$ cat config.mk
export PLATFORM = sky130hd
export DESIGN_NAME = coin_gate_ctrl
export DESIGN_NICKNAME = d
export VERILOG_FILES = /design/src/rtl/coin_gate_pkg.sv /design/src/rtl/coin_credit_step.sv /design/src/rtl/coin_credit_store.sv /design/src/rtl/coin_release_gen.sv /design/src/rtl/coin_gate_ctrl.sv
export SDC_FILE = /design/constraint.sdc
export NUM_CORES = 1
export LEC_CHECK = 0
export ABC_CLOCK_PERIOD_IN_PS = 2400
export BUFFER_PORTS_ARGS = -buffer_cell sky130_fd_sc_hd__buf_2
export CORE_AREA = 3 3 40 42
export CTS_BUF_LIST = sky130_fd_sc_hd__clkbuf_4 sky130_fd_sc_hd__clkbuf_8
export CTS_CLUSTER_DIAMETER = 50
export DETAILED_ROUTE_END_ITERATION = 12
export DIE_AREA = 0 0 43 45
export HOLD_SLACK_MARGIN = 0.08
export MAX_ROUTING_LAYER = met4
export PLACE_DENSITY = 0.3
export SKIP_LAST_GASP = 1
export SYNTH_ARGS = -nofsm -noshare
export SYNTH_HDL_FRONTEND = slang
export SYNTH_SLANG_ARGS = --single-unit
$ cat constraint.sdc
create_clock -name clk -period 2.4 [get_ports clk]
set_input_delay 0.24 -clock clk [delete_from_list [all_inputs] [get_ports clk]]
set_output_delay 0.24 -clock clk [all_outputs]
set_load 0.01 [all_outputs]
$ cat src/rtl/coin_gate_pkg.sv
package coin_gate_pkg;

    typedef enum logic [1:0] {
        CREDIT_0  = 2'd0,
        CREDIT_5  = 2'd1,
        CREDIT_10 = 2'd2,
        CREDIT_15 = 2'd3
    } credit_e;

    typedef enum logic [1:0] {
        OUT_MOORE = 2'd0,
        OUT_MEALY = 2'd1,
        OUT_REGD  = 2'd2
    } out_style_e;

    localparam int CREDIT_LEVELS = 4;
    localparam int CREDIT_BITS   = $clog2(CREDIT_LEVELS);

endpackage

$ cat src/rtl/coin_credit_step.sv
module coin_credit_step
    import coin_gate_pkg::*;
(
    input  logic [CREDIT_BITS-1:0] level_i,
    input  logic                   nickel_i,
    input  logic                   dime_i,
    output logic [CREDIT_BITS-1:0] level_o
);

    localparam int SUM_W = CREDIT_BITS + 1;
    localparam logic [SUM_W-1:0] TOP = SUM_W'(CREDIT_LEVELS - 1);

    logic [SUM_W-1:0] step_amt;
    logic [SUM_W-1:0] sum;

    always_comb begin
        step_amt = '0;
        if (dime_i) begin
            step_amt = SUM_W'(2);
        end else if (nickel_i) begin
            step_amt = SUM_W'(1);
        end
        sum = {1'b0, level_i} + step_amt;
        if (sum >= TOP) begin
            level_o = TOP[CREDIT_BITS-1:0];
        end else begin
            level_o = sum[CREDIT_BITS-1:0];
        end
    end

endmodule

$ cat src/rtl/coin_credit_store.sv
module coin_credit_store
    import coin_gate_pkg::*;
#(
    parameter bit ONE_HOT = 1'b0
) (
    input  logic                   clk,
    input  logic                   rst,
    input  logic [CREDIT_BITS-1:0] level_d,
    output logic [CREDIT_BITS-1:0] level_q
);

    localparam int SW = ONE_HOT ? CREDIT_LEVELS : CREDIT_BITS;

    typedef struct packed {
        logic [SW-1:0] bits;
    } store_t;

    store_t st_d, st_q;

    generate
        if (ONE_HOT) begin : g_onehot
            always_comb begin
                st_d.bits = '0;
                if (rst) begin
                    st_d.bits[0] = 1'b1;
                end else begin
                    st_d.bits[level_d] = 1'b1;
                end
            end

            always_comb begin
                level_q = '0;
                for (int i = 0; i < CREDIT_LEVELS; i++) begin
                    if (st_q.bits[i]) begin
                        level_q = CREDIT_BITS'(i);
                    end
                end
            end
        end else begin : g_binary
            always_comb begin
                st_d.bits = rst ? '0 : level_d;
            end

            always_comb begin
                level_q = st_q.bits;
            end
        end
    endgenerate

    always_ff @(posedge clk) begin
        st_q <= st_d;
    end

endmodule

$ cat src/rtl/coin_release_gen.sv
module coin_release_gen
    import coin_gate_pkg::*;
#(
    parameter out_style_e STYLE = OUT_MOORE
) (
    input  logic                   clk,
    input  logic                   rst,
    input  logic                   nickel,
    input  logic                   dime,
    input  logic [CREDIT_BITS-1:0] level_q,
    output logic                   release_o
);

    localparam logic [CREDIT_BITS-1:0] FULL = CREDIT_BITS'(CREDIT_LEVELS - 1);

    generate
        if (STYLE == OUT_MOORE) begin : g_moore
            always_comb begin
                release_o = (level_q == FULL);
            end
        end else if (STYLE == OUT_MEALY) begin : g_mealy
            logic arc_hit;
            always_comb begin
                arc_hit = (level_q == CREDIT_10 && (nickel || dime))
                       || (level_q == CREDIT_5 && dime)
                       || (level_q == FULL);
                release_o = arc_hit && !rst;
            end
        end else begin : g_regd
            typedef struct packed {
                logic rel;
            } rel_t;
            rel_t rel_d, rel_q;
            logic q1, q0;
            always_comb begin
                q1 = level_q[1];
                q0 = level_q[0];
                rel_d.rel = !rst
                    && (q1 || dime || (q0 && nickel))
                    && ((!q0 && nickel) || (q0 && !nickel) || (q1 && nickel) || (q1 && dime));
            end
            always_ff @(posedge clk) begin
                rel_q <= rel_d;
            end
            always_comb begin
                release_o = rel_q.rel;
            end
        end
    endgenerate

endmodule

$ cat src/rtl/coin_gate_ctrl.sv
module coin_gate_ctrl
    import coin_gate_pkg::*;
#(
    parameter out_style_e STYLE   = OUT_MOORE,
    parameter bit         ONE_HOT = 1'b0
) (
    input  logic clk,
    input  logic rst,
    input  logic nickel,
    input  logic dime,
    output logic release_o
);

    logic [CREDIT_BITS-1:0] credit_lvl;
    logic [CREDIT_BITS-1:0] credit_nxt;

    coin_credit_step u_step (
        .level_i  (credit_lvl),
        .nickel_i (nickel),
        .dime_i   (dime),
        .level_o  (credit_nxt)
    );

    coin_credit_store #(.ONE_HOT(ONE_HOT)) u_store (
        .clk     (clk),
        .rst     (rst),
        .level_d (credit_nxt),
        .level_q (credit_lvl)
    );

    coin_release_gen #(.STYLE(STYLE)) u_rel (
        .clk       (clk),
        .rst       (rst),
        .nickel    (nickel),
        .dime      (dime),
        .level_q   (credit_lvl),
        .release_o (release_o)
    );

endmodule

==> report_table.html, run 1 <==
<table>
<tr><th>Metric</th><th>Value</th></tr>
<tr><th colspan="2">Routing</th></tr>
<tr><td>Via count normalized by instance count</td><td>2.73</td></tr>
<tr><td>TritonRoute pass-1 iters</td><td>1</td></tr>
<tr><td>DRT antenna net count</td><td>0</td></tr>
<tr><td>Number of vias after detailed routing</td><td>82</td></tr>
<tr><td>Average routed wire per standard cell</td><td>7.27 um</td></tr>
<tr><td>Remaining design rule violation count</td><td>0</td></tr>
<tr><td>Final wirelength</td><td>~220 um</td></tr>
<tr><td>DRC marker count from the first detailed-route iteration</td><td>0</td></tr>
<tr><th colspan="2">STA</th></tr>
<tr><td>Slew headroom</td><td>0.933</td></tr>
<tr><td>Final Setup Violations</td><td>0</td></tr>
<tr><td>Final Max Tran Viols</td><td>0</td></tr>
<tr><td>Final Worst Setup Slack</td><td>around 1.2 ns</td></tr>
<tr><td>Worst hold-check slack</td><td>0.272 ns</td></tr>
<tr><td>Transition time at the pin with the least slew margin</td><td>~0.1 ns</td></tr>
<tr><td>Final hold violation count</td><td>0</td></tr>
<tr><td>Post-route minimum period</td><td>1.24 ns</td></tr>
<tr><td>Setup repair after global routing missed its margin</td><td>no</td></tr>
<tr><td>Setup_tns</td><td>0 ns</td></tr>
<tr><td>Maximum clock frequency</td><td>810 MHz</td></tr>
<tr><td>Final worst-path cycle share</td><td>0.515</td></tr>
<tr><td>Final clock skew</td><td>0.00235 ns</td></tr>
<tr><th colspan="2">Yosys</th></tr>
<tr><td>Top area cells in the synthesized netlist</td><td>sky130_fd_sc_hd__dfxtp_1 (38%), sky130_fd_sc_hd__fa_1 (19%), sky130_fd_sc_hd__o21ba_1 (19%)</td></tr>
<tr><td>Count of different cell masters after synthesis</td><td>6</td></tr>
<tr><td>Area fraction of the dominant cell type after synthesis</td><td>0.381</td></tr>
<tr><td>Syn_nets</td><td>14</td></tr>
<tr><td>Synthesis Warnings</td><td>0</td></tr>
<tr><td>Mapped Area</td><td>105 sq um</td></tr>
<tr><td>Syn avg cell area</td><td>13.1 sq um</td></tr>
<tr><td>Flip-flop and latch count after synthesis</td><td>2</td></tr>
<tr><td>Gate count of the mapped netlist</td><td>8</td></tr>
<tr><td>Sequential area share after synthesis</td><td>0.381</td></tr>
<tr><td>Leading area contributor after synthesis</td><td>sky130_fd_sc_hd__dfxtp_1</td></tr>
<tr><th colspan="2">Setup path</th></tr>
<tr><td>Reg-to-reg setup timing slack</td><td>around 1.2 ns</td></tr>
<tr><td>Reg-to-reg endpoint</td><td>u_store.level_q[1]</td></tr>
<tr><td>Category of the most critical setup path</td><td>flop to flop</td></tr>
<tr><td>CP cell instances</td><td>ha_1 -&gt; fa_1 -&gt; o21ba_1</td></tr>
<tr><td>CP max stage delay</td><td>0.44 ns</td></tr>
<tr><td>R2R depth</td><td>3</td></tr>
<tr><td>Worst setup EP type</td><td>flop</td></tr>
<tr><td>Startpoint type of the worst setup path</td><td>flop</td></tr>
<tr><td>Arr. time, crit path</td><td>1.35 ns</td></tr>
<tr><td>Crit Path Max Fanout</td><td>2</td></tr>
<tr><td>Data required time at the worst endpoint</td><td>approximately 2.5 ns</td></tr>
<tr><td>Reg-to-Reg Start</td><td>u_store.level_q[0]</td></tr>
<tr><td>Worst path slowest cell</td><td>sky130_fd_sc_hd__fa_1</td></tr>
<tr><th colspan="2">Final layout</th></tr>
<tr><td>Final cell count without fillers</td><td>30</td></tr>
<tr><td>Layout overhead on the synthesized area</td><td>58.3%</td></tr>
<tr><td>Post-layout net count</td><td>23</td></tr>
<tr><td>Antenna diode count</td><td>0</td></tr>
<tr><td>Number of flip-flops under the largest register name</td><td>2</td></tr>
<tr><td>Final core utilization</td><td>0.130</td></tr>
<tr><td>Share of layout cells above drive strength 1</td><td>0.467</td></tr>
<tr><th colspan="2">Floorplan</th></tr>
<tr><td>Die area</td><td>1940 sq um</td></tr>
<tr><td>Site row count</td><td>13</td></tr>
<tr><td>Count of boundary I/O pins</td><td>5</td></tr>
<tr><td>Initial core utilization</td><td>0.0818</td></tr>
<tr><td>Floorplan die width</td><td>roughly 43 um</td></tr>
<tr><td>Core area</td><td>1280 sq um</td></tr>
<tr><td>Die span in y</td><td>about 45 um</td></tr>
<tr><th colspan="2">Clocking</th></tr>
<tr><td>Clk buf depth</td><td>2</td></tr>
<tr><td>Count of H-tree levels built during CTS</td><td>1</td></tr>
<tr><td>Number of buffers inserted during clock tree synthesis</td><td>3</td></tr>
<tr><td>Clock tree from TritonCTS</td><td>yes</td></tr>
<tr><td>Hold_buf cts</td><td>0</td></tr>
<tr><td>Clock latency on the worst-skew pair</td><td>roughly 0.22 ns</td></tr>
<tr><td>Clk pin slew, worst setup/hold paths</td><td>~0.03 ns</td></tr>
<tr><td>Clock root buffer</td><td>sky130_fd_sc_hd__clkbuf_4</td></tr>
<tr><td>Clock sinks</td><td>2</td></tr>
<tr><td>Post-CTS Repair Setup Buffers</td><td>0</td></tr>
<tr><td>Resized Gates After CTS</td><td>0</td></tr>
<tr><th colspan="2">Power</th></tr>
<tr><td>Clock group share of total power</td><td>0.540</td></tr>
<tr><td>Static leakage</td><td>roughly 0.09 nW</td></tr>
<tr><td>Internal Pwr Total</td><td>0.106 mW</td></tr>
<tr><td>Sequential share of power</td><td>0.316</td></tr>
<tr><td>Maximum ir drop on the vdd rail</td><td>0.176 mV</td></tr>
<tr><td>Switching power summed over all nets</td><td>a little under 0.03 mW</td></tr>
<tr><td>Power Dens Cells</td><td>811 nW/um^2</td></tr>
<tr><td>Switching part of the total power</td><td>0.215</td></tr>
<tr><td>Relative contribution of combinational cells to total power</td><td>0.145</td></tr>
<tr><th colspan="2">Global routing</th></tr>
<tr><td>Total routing resource utilization after global routing</td><td>0.0334</td></tr>
<tr><td>Maximum number of pins on one net before global-route repair</td><td>3</td></tr>
<tr><td>Overflow left after global routing</td><td>0</td></tr>
<tr><td>Global-route wire length before repair</td><td>between 300 and 400 um</td></tr>
<tr><td>Vias in the first global route</td><td>117</td></tr>
<tr><td>Initial antenna violation count</td><td>0</td></tr>
<tr><th colspan="2">Run</th></tr>
<tr><td>Count of max-cap constraint violations</td><td>0</td></tr>
<tr><th colspan="2">Run status</th></tr>
<tr><td>Outcome</td><td>complete, no violations</td></tr>
<tr><th colspan="2">Hold path</th></tr>
<tr><td>Hold Path Sink</td><td>u_store.level_q[1]</td></tr>
<tr><td>Hold path start</td><td>rst</td></tr>
<tr><td>Worst min-delay path class</td><td>input pin to flop</td></tr>
<tr><td>Cell depth of the worst hold path</td><td>2</td></tr>
<tr><th colspan="2">Placed design</th></tr>
<tr><td>Setup slack at placement</td><td>1.00 ns</td></tr>
<tr><td>Number of placed cells counting well taps</td><td>27</td></tr>
<tr><td>Final Wtd Congestion</td><td>0.538</td></tr>
<tr><td>PortBufs</td><td>4</td></tr>
</table>
==> through the flow <==
stage               power [mW]  instance area, sq um
floorplan               0.0550                   105
global placement        0.0622                   144
detailed placement      0.0637                   144
CTS                      0.143                   166
global route             0.144                   166
finish                   0.135                   166
==> cells by family after synthesis <==
family                     count (synthesis)  share of synthesized area
DFF                                        2                      0.381
adders and majority gates                  2                      0.310
AOI/OAI and AO/OA                          2                      0.190
and+or+nand+nor                            2                      0.119
==> synthesized netlist by cell type (all sizes together) <==
library cell  instances
ha                    1
dfxtp                 2
o21ba                 2
fa                    1
nor2b                 1
and2                  1
==> cells in the final DEF (no fill, tap or decap), drive strengths merged <==
| cell type | Yosys | layout |
|---|---|---|
| clkbuf | 0 | 3 |
| ha | 1 | 1 |
| o21ba | 2 | 2 |
| buf | 0 | 4 |
| nor2b | 1 | 1 |
| and2 | 1 | 1 |
| fa | 1 | 1 |
| dfxtp | 2 | 2 |
==> critical path, delay by kind of cell, from the launching register on <==
kind            cells  cell delay (ns)
compound gates      1             0.19
flops               1             0.30
fa+ha+maj           2             0.64
==> worst max path at each step <==
stage                       startpoint                  to  slack, ns  cells past startpoint
floorplan                       nickel  u_store.level_q[1]       1.16                      4
global placement                nickel  u_store.level_q[1]       1.03                      5
detailed placement              nickel  u_store.level_q[1]       1.00                      5
CTS                 u_store.level_q[0]  u_store.level_q[1]       1.15                      3
global route        u_store.level_q[0]  u_store.level_q[1]       1.12                      3
finish              u_store.level_q[0]  u_store.level_q[1]       1.16                      3
==> layer usage <==
metal,vias up,part of all wire,GRT usage
met5,-,0,-
li1,42,-,-
met3,0,0.12,0.0159
met4,0,0,0.0723
met1,35,0.48,0.0265
met2,5,0.39,0.0359
==> power by group through the flow <==
| stage | combinational (mW) | clock (mW) | sequential (mW) |
|---|---|---|---|
| after floorplan | 0.0128 | 0 | 0.0422 |
| after global placement | 0.0193 | 0 | 0.0429 |
| after detailed placement | 0.0205 | 0 | 0.0432 |
| after CTS | 0.0205 | 0.0795 | 0.0428 |
| after global routing | 0.0233 | 0.0774 | 0.0436 |
| final | 0.0195 | 0.0728 | 0.0426 |
==> final cells by class <==
| type | count | area [sq um] |
|---|---|---|
| Fill cell | 148 | 1120 |
| Multi-Input combinational cell | 6 | 65.1 |
| Clock buffer | 3 | 22.5 |
| Sequential cell | 2 | 40.0 |
| Timing Repair Buffer | 4 | 20.0 |
| Tap cell | 15 | 18.8 |
Note: power is estimated with default switching activity, not from simulation.
==> inputs of run 2 (changes only) <==
--- a/config.mk
+++ b/config.mk
@@ -5,7 +5,8 @@
 export SDC_FILE = /design/constraint.sdc
 export NUM_CORES = 1
 export LEC_CHECK = 0
-export ABC_CLOCK_PERIOD_IN_PS = 2400
+export ABC_AREA = 1
+export ABC_CLOCK_PERIOD_IN_PS = 1200
 export BUFFER_PORTS_ARGS = -buffer_cell sky130_fd_sc_hd__buf_2
 export CORE_AREA = 3 3 40 42
 export CTS_BUF_LIST = sky130_fd_sc_hd__clkbuf_4 sky130_fd_sc_hd__clkbuf_8
==> constraint.sdc (replaced) <==
create_clock -name clk -period 1.2 [get_ports clk]
set_input_delay 0.12 -clock clk [delete_from_list [all_inputs] [get_ports clk]]
set_output_delay 0.12 -clock clk [all_outputs]
set_load 0.01 [all_outputs]
==> run 2 against run 1 <==
Against the previous run: via count rose by 18%; global-route usage grew 0.78 points; power is 110% higher; synthesized cell count is 50% higher; largest power group unchanged; utilization rose by 0.78 points; register-to-register slack lost 1.1 ns; flip-flop and latch count stayed put.
==> report_table.html, run 2 <==
<table>
<tr><th>Metric</th><th>Value</th></tr>
<tr><th colspan="2">Run status</th></tr>
<tr><td>Outcome</td><td>complete, no violations</td></tr>
<tr><th colspan="2">STA</th></tr>
<tr><td>Final hold violation count</td><td>0 (unchanged)</td></tr>
<tr><td>Post-route minimum period</td><td>1.17 ns (-0.0663 ns)</td></tr>
<tr><td>Transition time at the pin with the least slew margin</td><td>0.103 ns (+0.00278 ns)</td></tr>
<tr><td>Final Max Tran Viols</td><td>0 (unchanged)</td></tr>
<tr><td>Maximum clock frequency</td><td>856 MHz (+5.7%)</td></tr>
<tr><td>Final Setup Violations</td><td>0 (unchanged)</td></tr>
<tr><td>Worst hold-check slack</td><td>0.313 ns (+0.0406 ns)</td></tr>
<tr><td>Slew headroom</td><td>0.931 (-0.00186)</td></tr>
<tr><td>Final Worst Setup Slack</td><td>0.0312 ns (-1.13 ns)</td></tr>
<tr><td>Setup repair after global routing missed its margin</td><td>yes</td></tr>
<tr><td>Final clock skew</td><td>0.000960 ns (-0.00139 ns)</td></tr>
<tr><td>Setup_tns</td><td>0 ns (unchanged)</td></tr>
<tr><td>Final worst-path cycle share</td><td>0.974 (+0.459)</td></tr>
<tr><th colspan="2">Power</th></tr>
<tr><td>Power Dens Cells</td><td>1580 nW/um^2 (+94%)</td></tr>
<tr><td>Static leakage</td><td>0.0938 nW (+5.3%)</td></tr>
<tr><td>Maximum ir drop on the vdd rail</td><td>0.358 mV (+100%)</td></tr>
<tr><th colspan="2">Run</th></tr>
<tr><td>Count of max-cap constraint violations</td><td>0 (unchanged)</td></tr>
<tr><th colspan="2">Global routing</th></tr>
<tr><td>Total routing resource utilization after global routing</td><td>0.0412 (+0.00775)</td></tr>
<tr><td>Routing usage on met1</td><td>0.0362 (+0.00973)</td></tr>
<tr><td>Global-route wire length before repair</td><td>448 um (+18%)</td></tr>
<tr><td>Maximum number of pins on one net before global-route repair</td><td>3 (unchanged)</td></tr>
<tr><td>Overflow left after global routing</td><td>0 (unchanged)</td></tr>
<tr><td>Most Used Layer, Global Route</td><td>met4</td></tr>
<tr><td>Vias in the first global route</td><td>119 (+1.7%)</td></tr>
<tr><td>Global-route track usage on met2</td><td>0.0329 (-0.00299)</td></tr>
<tr><td>Met3 Track Usage GR</td><td>0.0398 (+0.0239)</td></tr>
<tr><td>Initial antenna violation count</td><td>0 (unchanged)</td></tr>
<tr><th colspan="2">Floorplan</th></tr>
<tr><td>Count of boundary I/O pins</td><td>5 (unchanged)</td></tr>
<tr><td>Initial core utilization</td><td>0.0798 (-0.00195)</td></tr>
<tr><td>Die area</td><td>1940 sq um (unchanged)</td></tr>
<tr><td>Die span in y</td><td>45 um (unchanged)</td></tr>
<tr><td>Site row count</td><td>13 (unchanged)</td></tr>
<tr><td>Floorplan die width</td><td>43 um (unchanged)</td></tr>
<tr><td>Core area</td><td>1280 sq um (unchanged)</td></tr>
<tr><th colspan="2">Routing</th></tr>
<tr><td>TritonRoute pass-1 iters</td><td>3 (+2)</td></tr>
<tr><td>DRC marker count from the first detailed-route iteration</td><td>2 (+2)</td></tr>
<tr><td>Via count normalized by instance count</td><td>2.77 (+1.4%)</td></tr>
<tr><td>Average routed wire per standard cell</td><td>6.20 um (-15%)</td></tr>
<tr><td>Final wirelength</td><td>217 um (-0.46%)</td></tr>
<tr><td>Number of vias after detailed routing</td><td>97 (+18%)</td></tr>
<tr><td>Remaining design rule violation count</td><td>0 (unchanged)</td></tr>
<tr><td>DRT antenna net count</td><td>0 (unchanged)</td></tr>
<tr><th colspan="2">Clocking</th></tr>
<tr><td>Clk pin slew, worst setup/hold paths</td><td>0.03 ns (about the same)</td></tr>
<tr><td>Post-CTS Repair Setup Buffers</td><td>0 (unchanged)</td></tr>
<tr><td>Clock sinks</td><td>2 (unchanged)</td></tr>
<tr><td>Count of H-tree levels built during CTS</td><td>1 (unchanged)</td></tr>
<tr><td>Clock latency on the worst-skew pair</td><td>0.22 ns (about the same)</td></tr>
<tr><td>Clock root buffer</td><td>sky130_fd_sc_hd__clkbuf_4</td></tr>
<tr><td>Clock tree from TritonCTS</td><td>yes</td></tr>
<tr><td>Number of buffers inserted during clock tree synthesis</td><td>3 (unchanged)</td></tr>
<tr><td>Clk buf depth</td><td>2 (unchanged)</td></tr>
<tr><th colspan="2">Final layout</th></tr>
<tr><td>Share of layout cells above drive strength 1</td><td>0.400 (-0.0667)</td></tr>
<tr><td>Antenna diode count</td><td>0 (unchanged)</td></tr>
<tr><td>Number of flip-flops under the largest register name</td><td>2 (unchanged)</td></tr>
<tr><td>Post-layout net count</td><td>28 (+22%)</td></tr>
<tr><td>Final core utilization</td><td>0.137 (+0.00779)</td></tr>
<tr><td>Layout overhead on the synthesized area</td><td>72.0%</td></tr>
<tr><td>Most used cells in the layout excluding fill and tap cells</td><td>sky130_fd_sc_hd__nor2_1 (5), sky130_fd_sc_hd__buf_2 (4), sky130_fd_sc_hd__clkbuf_4 (3)</td></tr>
<tr><td>Area of combinational cells with multiple inputs</td><td>57.6 sq um (-12%)</td></tr>
<tr><td>Footprint of the flip-flops and latches</td><td>40.0 sq um (unchanged)</td></tr>
<tr><td>Fillcell total</td><td>147 (-0.68%)</td></tr>
<tr><td>Most common cell after layout, fill and taps aside</td><td>sky130_fd_sc_hd__nor2_1</td></tr>
<tr><th colspan="2">Setup path</th></tr>
<tr><td>Worst setup EP type</td><td>flop</td></tr>
<tr><td>Startpoint type of the worst setup path</td><td>flop</td></tr>
<tr><td>Total buffers and inverters traversed by the critical path</td><td>0 (unchanged)</td></tr>
<tr><td>Cell repeated most along the worst path</td><td>sky130_fd_sc_hd__nor2_1</td></tr>
<tr><td>Category of the most critical setup path</td><td>flop to flop</td></tr>
<tr><td>Arr. time, crit path</td><td>1.29 ns (-0.06 ns)</td></tr>
<tr><td>CP top delay family</td><td>adder cells</td></tr>
<tr><td>Data required time at the worst endpoint</td><td>1.32 ns (-1.19 ns)</td></tr>
<tr><td>CP cell instances</td><td>ha_2 -&gt; fa_1 -&gt; nor2_1 -&gt; nor2_1</td></tr>
<tr><td>Worst path slowest cell</td><td>sky130_fd_sc_hd__fa_1</td></tr>
<tr><td>Crit Path Max Fanout</td><td>2 (unchanged)</td></tr>
<tr><td>CP max stage delay</td><td>0.43 ns (about the same)</td></tr>
<tr><th colspan="2">Yosys</th></tr>
<tr><td>Post-synth ARST share</td><td>0 (unchanged)</td></tr>
<tr><td>Area fraction of the dominant cell type after synthesis</td><td>0.390 (+0.00929)</td></tr>
<tr><td>Flip-flop and latch count after synthesis</td><td>2 (unchanged)</td></tr>
<tr><td>Count of different cell masters after synthesis</td><td>6 (unchanged)</td></tr>
<tr><td>Synthesis Warnings</td><td>0 (unchanged)</td></tr>
<tr><td>Dominant register cell in the synthesized netlist</td><td>sky130_fd_sc_hd__dfxtp_1</td></tr>
<tr><td>Dominant cell by count in the synthesized netlist</td><td>sky130_fd_sc_hd__nor2_1</td></tr>
<tr><td>Most instantiated cells after synthesis</td><td>sky130_fd_sc_hd__nor2_1 (5), sky130_fd_sc_hd__dfxtp_1 (2), sky130_fd_sc_hd__inv_1 (2)</td></tr>
<tr><td>Leading area contributor after synthesis</td><td>sky130_fd_sc_hd__dfxtp_1</td></tr>
<tr><td>Gate count of the mapped netlist</td><td>12 (+4)</td></tr>
<tr><td>Number of enable flip-flop cells after synthesis</td><td>0 (unchanged)</td></tr>
<tr><td>Sequential area share after synthesis</td><td>0.390 (+0.00929)</td></tr>
<tr><td>Mapped Area</td><td>103 sq um (-2.4%)</td></tr>
<tr><td>Syn avg cell area</td><td>8.55 sq um (-35%)</td></tr>
<tr><td>Syn_nets</td><td>18 (+4)</td></tr>
<tr><td>Top area cells in the synthesized netlist</td><td>sky130_fd_sc_hd__dfxtp_1 (39%), sky130_fd_sc_hd__fa_1 (20%), sky130_fd_sc_hd__nor2_1 (18%)</td></tr>
<tr><th colspan="2">Placed design</th></tr>
<tr><td>Final Wtd Congestion</td><td>0.546 (+1.5%)</td></tr>
<tr><td>Setup slack at placement</td><td>-0.00895 ns (-1.01 ns)</td></tr>
<tr><td>PortBufs</td><td>4 (unchanged)</td></tr>
<tr><th colspan="2">Hold path</th></tr>
<tr><td>Worst min-delay path class</td><td>input pin to flop</td></tr>
</table>
run 2: cell types whose count changed in the layout (fill, tap and decap cells not counted), sizes merged:
cell	previous run	this run
inv	0	2
nand2	0	1
and2	1	0
dlygate4sd3	0	1
nor2b	1	0
o21ba	2	0
nor2	0	5
run 2: where the power goes:
group          internal (mW)  leakage [nW]  switching, mW
logic                 0.0224        0.0633         0.0214
registers             0.0784        0.0167        0.00744
clock network          0.110        0.0138         0.0383
run 2: area by class of cell:
type | instances | share of cell area
Inverter | 2 | 0.0426
Timing Repair Buffer | 5 | 0.170
Sequential cell | 2 | 0.227
Clock buffer | 3 | 0.128
Tap cell | 15 | 0.106
Multi-Input combinational cell | 8 | 0.326
run 2: per-stage QoR:
stage               std cells  power, mW  cell area, sq um
floorplan                  12      0.112               103
global placement           31      0.127               141
detailed placement         31      0.129               141
CTS                        35      0.291               176
global route               35      0.315               176
finish                     35      0.278               176
run 2: worst register-to-register path, stage by stage, from the launching register on:
cell,delay [ns]
sky130_fd_sc_hd__dfxtp_1,0.30
sky130_fd_sc_hd__ha_2,0.18
sky130_fd_sc_hd__fa_1,0.43
sky130_fd_sc_hd__nor2_1,0.10
sky130_fd_sc_hd__nor2_1,0.04
run 2: what timing repair did:
item	4_1_cts	5_1_grt
hold buffers	1	0
pin swaps	1	0
resized for setup	1	0
endpoints found under the hold margin	2	0
endpoints found under the setup margin	1	1
run 2: layer usage:
layer  wire length, um  part of all wire
met1               110              0.51
met2                81              0.37
met3                25              0.12
met4                 0                 0
met5                 0                 0
run 2: cells by family after synthesis:
| group | Yosys count | share of synthesized area |
|---|---|---|
| DFF | 2 | 0.390 |
| adders and majority gates | 2 | 0.317 |
| buffers and inverters | 2 | 0.0732 |
| and+or+nand+nor | 6 | 0.219 |
run 2: path summary, 6_finish.rpt:
check / start / endpoint / slack [ns] / depth (start not counted)
min: dime / u_store.level_q[1] / 0.31 / 4
max: u_store.level_q[0] / u_store.level_q[1] / 0.03 / 4
min reg2reg: u_store.level_q[0] / u_store.level_q[0] / 0.63 / 3
max reg2reg: u_store.level_q[0] / u_store.level_q[1] / 0.03 / 4
==> inputs of run 3 (changes only) <==
--- a/config.mk
+++ b/config.mk
@@ -8,14 +8,16 @@
 export ABC_AREA = 1
 export ABC_CLOCK_PERIOD_IN_PS = 1200
 export BUFFER_PORTS_ARGS = -buffer_cell sky130_fd_sc_hd__buf_2
+export CELL_PAD_IN_SITES_DETAIL_PLACEMENT = 1
+export CELL_PAD_IN_SITES_GLOBAL_PLACEMENT = 1
 export CORE_AREA = 3 3 40 42
-export CTS_BUF_LIST = sky130_fd_sc_hd__clkbuf_4 sky130_fd_sc_hd__clkbuf_8
+export CTS_BUF_LIST = sky130_fd_sc_hd__clkbuf_16
 export CTS_CLUSTER_DIAMETER = 50
 export DETAILED_ROUTE_END_ITERATION = 12
 export DIE_AREA = 0 0 43 45
 export HOLD_SLACK_MARGIN = 0.08
 export MAX_ROUTING_LAYER = met4
-export PLACE_DENSITY = 0.3
+export PLACE_DENSITY = 0.33
 export SKIP_LAST_GASP = 1
 export SYNTH_ARGS = -nofsm -noshare
 export SYNTH_HDL_FRONTEND = slang
==> run 3 against run 2 <==
Against the previous run: sequential power up 0.6%; critical path depth did not move; maximum frequency is 1.8% lower; global-route usage fell by 0.35 points; die area is the same; first-iteration DRC count is the same; power increased by 130%; flip-flop and latch count stayed put; non-clock buffer count increased by 1; largest power group unchanged.
==> report_table.html, run 3 (synthesized netlist as in run 2, its figures left out) <==
<table>
<tr><th>Metric</th><th>Value</th></tr>
<tr><th colspan="2">Run status</th></tr>
<tr><td>Outcome</td><td>complete, no violations</td></tr>
<tr><th colspan="2">STA</th></tr>
<tr><td>Worst hold-check slack</td><td>0.386 ns (+0.0727 ns)</td></tr>
<tr><td>Setup_tns</td><td>0 ns (unchanged)</td></tr>
<tr><td>Final worst-path cycle share</td><td>0.992 (+0.0181)</td></tr>
<tr><td>Maximum clock frequency</td><td>840 MHz (-1.8%)</td></tr>
<tr><td>Post-route minimum period</td><td>1.19 ns (+0.0217 ns)</td></tr>
<tr><td>Final Setup Violations</td><td>0 (unchanged)</td></tr>
<tr><td>Final Worst Setup Slack</td><td>0.00952 ns (-0.0217 ns)</td></tr>
<tr><td>Final Max Tran Viols</td><td>0 (unchanged)</td></tr>
<tr><td>Final hold violation count</td><td>0 (unchanged)</td></tr>
<tr><td>Setup repair after global routing missed its margin</td><td>yes</td></tr>
<tr><td>Final clock skew</td><td>0.00103 ns (+0.0000664 ns)</td></tr>
<tr><td>Transition time at the pin with the least slew margin</td><td>0.107 ns (+0.00392 ns)</td></tr>
<tr><td>Slew headroom</td><td>0.929 (-0.00262)</td></tr>
<tr><th colspan="2">Clocking</th></tr>
<tr><td>Clock tree from TritonCTS</td><td>yes</td></tr>
<tr><td>Clock sinks</td><td>2 (unchanged)</td></tr>
<tr><td>Clk pin slew, worst setup/hold paths</td><td>0.03 ns (about the same)</td></tr>
<tr><td>Count of H-tree levels built during CTS</td><td>1 (unchanged)</td></tr>
<tr><td>Post-CTS Repair Setup Buffers</td><td>0 (unchanged)</td></tr>
<tr><td>Number of buffers inserted during clock tree synthesis</td><td>3 (unchanged)</td></tr>
<tr><td>Clk buf depth</td><td>2 (unchanged)</td></tr>
<tr><td>Clock latency on the worst-skew pair</td><td>0.22 ns (about the same)</td></tr>
<tr><td>Clock root buffer</td><td>sky130_fd_sc_hd__clkbuf_16</td></tr>
<tr><th colspan="2">Routing</th></tr>
<tr><td>Average routed wire per standard cell</td><td>6.72 um (+8.4%)</td></tr>
<tr><td>Via count normalized by instance count</td><td>2.61 (-5.8%)</td></tr>
<tr><td>Number of vias after detailed routing</td><td>94 (-3.1%)</td></tr>
<tr><td>Final wirelength</td><td>242 um (+12%)</td></tr>
<tr><td>Remaining design rule violation count</td><td>0 (unchanged)</td></tr>
<tr><td>DRC marker count from the first detailed-route iteration</td><td>2 (unchanged)</td></tr>
<tr><td>TritonRoute pass-1 iters</td><td>2 (-1)</td></tr>
<tr><td>DRT antenna net count</td><td>0 (unchanged)</td></tr>
<tr><th colspan="2">Final layout</th></tr>
<tr><td>Footprint of the flip-flops and latches</td><td>40.0 sq um (unchanged)</td></tr>
<tr><td>Post-layout net count</td><td>29 (+3.6%)</td></tr>
<tr><td>Antenna diode count</td><td>0 (unchanged)</td></tr>
<tr><td>Number of flip-flops under the largest register name</td><td>2 (unchanged)</td></tr>
<tr><td>Final cell count without fillers</td><td>36 (+2.9%)</td></tr>
<tr><td>Most common cell after layout, fill and taps aside</td><td>sky130_fd_sc_hd__nor2_1</td></tr>
<tr><td>Most used cells in the layout excluding fill and tap cells</td><td>sky130_fd_sc_hd__nor2_1 (5), sky130_fd_sc_hd__buf_2 (4), sky130_fd_sc_hd__clkbuf_16 (3)</td></tr>
<tr><td>Layout overhead on the synthesized area</td><td>130%</td></tr>
<tr><td>Share of layout cells above drive strength 1</td><td>0.429 (+0.0286)</td></tr>
<tr><td>Area of combinational cells with multiple inputs</td><td>57.6 sq um (unchanged)</td></tr>
<tr><td>Fillcell total</td><td>146 (-0.68%)</td></tr>
<tr><th colspan="2">Setup path</th></tr>
<tr><td>CP max stage delay</td><td>0.44 ns (about the same)</td></tr>
<tr><td>CP cell instances</td><td>ha_2 -&gt; fa_1 -&gt; nor2_1 -&gt; nor2_1</td></tr>
<tr><td>CP top delay family</td><td>adder cells</td></tr>
<tr><td>Arr. time, crit path</td><td>1.30 ns (about the same)</td></tr>
<tr><td>Worst setup EP type</td><td>flop</td></tr>
<tr><td>Crit Path Max Fanout</td><td>2 (unchanged)</td></tr>
<tr><td>Cell repeated most along the worst path</td><td>sky130_fd_sc_hd__nor2_1</td></tr>
<tr><td>Worst path slowest cell</td><td>sky130_fd_sc_hd__fa_1</td></tr>
<tr><td>Category of the most critical setup path</td><td>flop to flop</td></tr>
<tr><td>Total buffers and inverters traversed by the critical path</td><td>0 (unchanged)</td></tr>
<tr><td>Data required time at the worst endpoint</td><td>1.31 ns (about the same)</td></tr>
<tr><td>Startpoint type of the worst setup path</td><td>flop</td></tr>
<tr><th colspan="2">Placed design</th></tr>
<tr><td>Setup slack at placement</td><td>-0.00825 ns (+0.000698 ns)</td></tr>
<tr><td>PortBufs</td><td>4 (unchanged)</td></tr>
<tr><td>Number of placed cells counting well taps</td><td>32 (+3.2%)</td></tr>
<tr><td>Final Wtd Congestion</td><td>0.641 (+17%)</td></tr>
<tr><td>Total half-perimeter wirelength after legalization and detailed placement</td><td>166 um</td></tr>
<tr><th colspan="2">Global routing</th></tr>
<tr><td>Overflow left after global routing</td><td>0 (unchanged)</td></tr>
<tr><td>Initial antenna violation count</td><td>0 (unchanged)</td></tr>
<tr><td>Vias in the first global route</td><td>110 (-7.6%)</td></tr>
<tr><td>Total routing resource utilization after global routing</td><td>0.0377 (-0.00350)</td></tr>
<tr><td>Global-route wire length before repair</td><td>420 um (-6.3%)</td></tr>
<tr><td>Maximum number of pins on one net before global-route repair</td><td>3 (unchanged)</td></tr>
<tr><th colspan="2">Hold path</th></tr>
<tr><td>Worst min-delay path class</td><td>input pin to flop</td></tr>
<tr><th colspan="2">Run</th></tr>
<tr><td>Count of max-cap constraint violations</td><td>0 (unchanged)</td></tr>
<tr><th colspan="2">Power</th></tr>
<tr><td>Static leakage</td><td>0.122 nW (+30%)</td></tr>
<tr><td>Maximum ir drop on the vdd rail</td><td>0.855 mV (+140%)</td></tr>
<tr><td>Power Dens Cells</td><td>2660 nW/um^2 (+69%)</td></tr>
<tr><th colspan="2">Floorplan</th></tr>
<tr><td>Count of boundary I/O pins</td><td>5 (unchanged)</td></tr>
<tr><td>Die span in y</td><td>45 um (unchanged)</td></tr>
<tr><td>Site row count</td><td>13 (unchanged)</td></tr>
<tr><td>Die area</td><td>1940 sq um (unchanged)</td></tr>
<tr><td>Floorplan die width</td><td>43 um (unchanged)</td></tr>
<tr><td>Initial core utilization</td><td>0.0798 (unchanged)</td></tr>
<tr><td>Core area</td><td>1280 sq um (unchanged)</td></tr>
</table>
## run 3: layout make-up
class,count,share of cell area
tap,15,0.0794
timing repair buffer,6,0.159
sequential,2,0.169
inverter,2,0.0317
multi-input combinational,8,0.243
clock buffer,3,0.317
## run 3: final timing paths
| kind | startpoint | end | cells after the start | slack, ns |
|---|---|---|---|---|
| setup reg to reg | u_store.level_q[0] | u_store.level_q[1] | 4 | 0.01 |
| hold reg to reg | u_store.level_q[0] | u_store.level_q[0] | 3 | 0.63 |
| hold / removal | nickel | u_store.level_q[0] | 6 | 0.39 |
| setup / recovery | u_store.level_q[0] | u_store.level_q[1] | 4 | 0.01 |
## run 3: what timing repair did
| action | in CTS | in global routing |
|---|---|---|
| gates resized for setup | 1 | 0 |
| pin swaps | 1 | 0 |
| hold endpoints to repair | 2 | 0 |
| endpoints found under the setup margin | 1 | 1 |
| hold buffers | 1 | 0 |
## run 3: per-layer routing
| metal | vias to the layer above | part of all wire | GRT usage |
|---|---|---|---|
| met1 | 36 | 0.53 | 0.0433 |
| met4 | 0 | 0 | 0.0723 |
| met3 | 0 | 0.12 | 0.0239 |
| met5 | - | 0 | - |
| met2 | 5 | 0.34 | 0.0240 |
| li1 | 53 | - | - |
## run 3: power breakdown
part / internal (mW) / switching [mW]
logic: 0.0245 / 0.0225
clock network: 0.424 / 0.0729
registers: 0.0784 / 0.00793
## run 3: through the flow
stage,utilization,instance area (sq um),power [mW]
after CTS,0.184,236,0.641
after global placement,0.116,149,0.131
after floorplan,-,103,0.112
final,0.184,236,0.630
after global routing,0.184,236,0.656
after detailed placement,0.116,149,0.131
## run 3: worst min-delay path: cells and delay by family
family,cells,cell delay [ns]
fa+ha+maj,1,0.15
buf+inv,2,0.10
simple gates,3,0.19
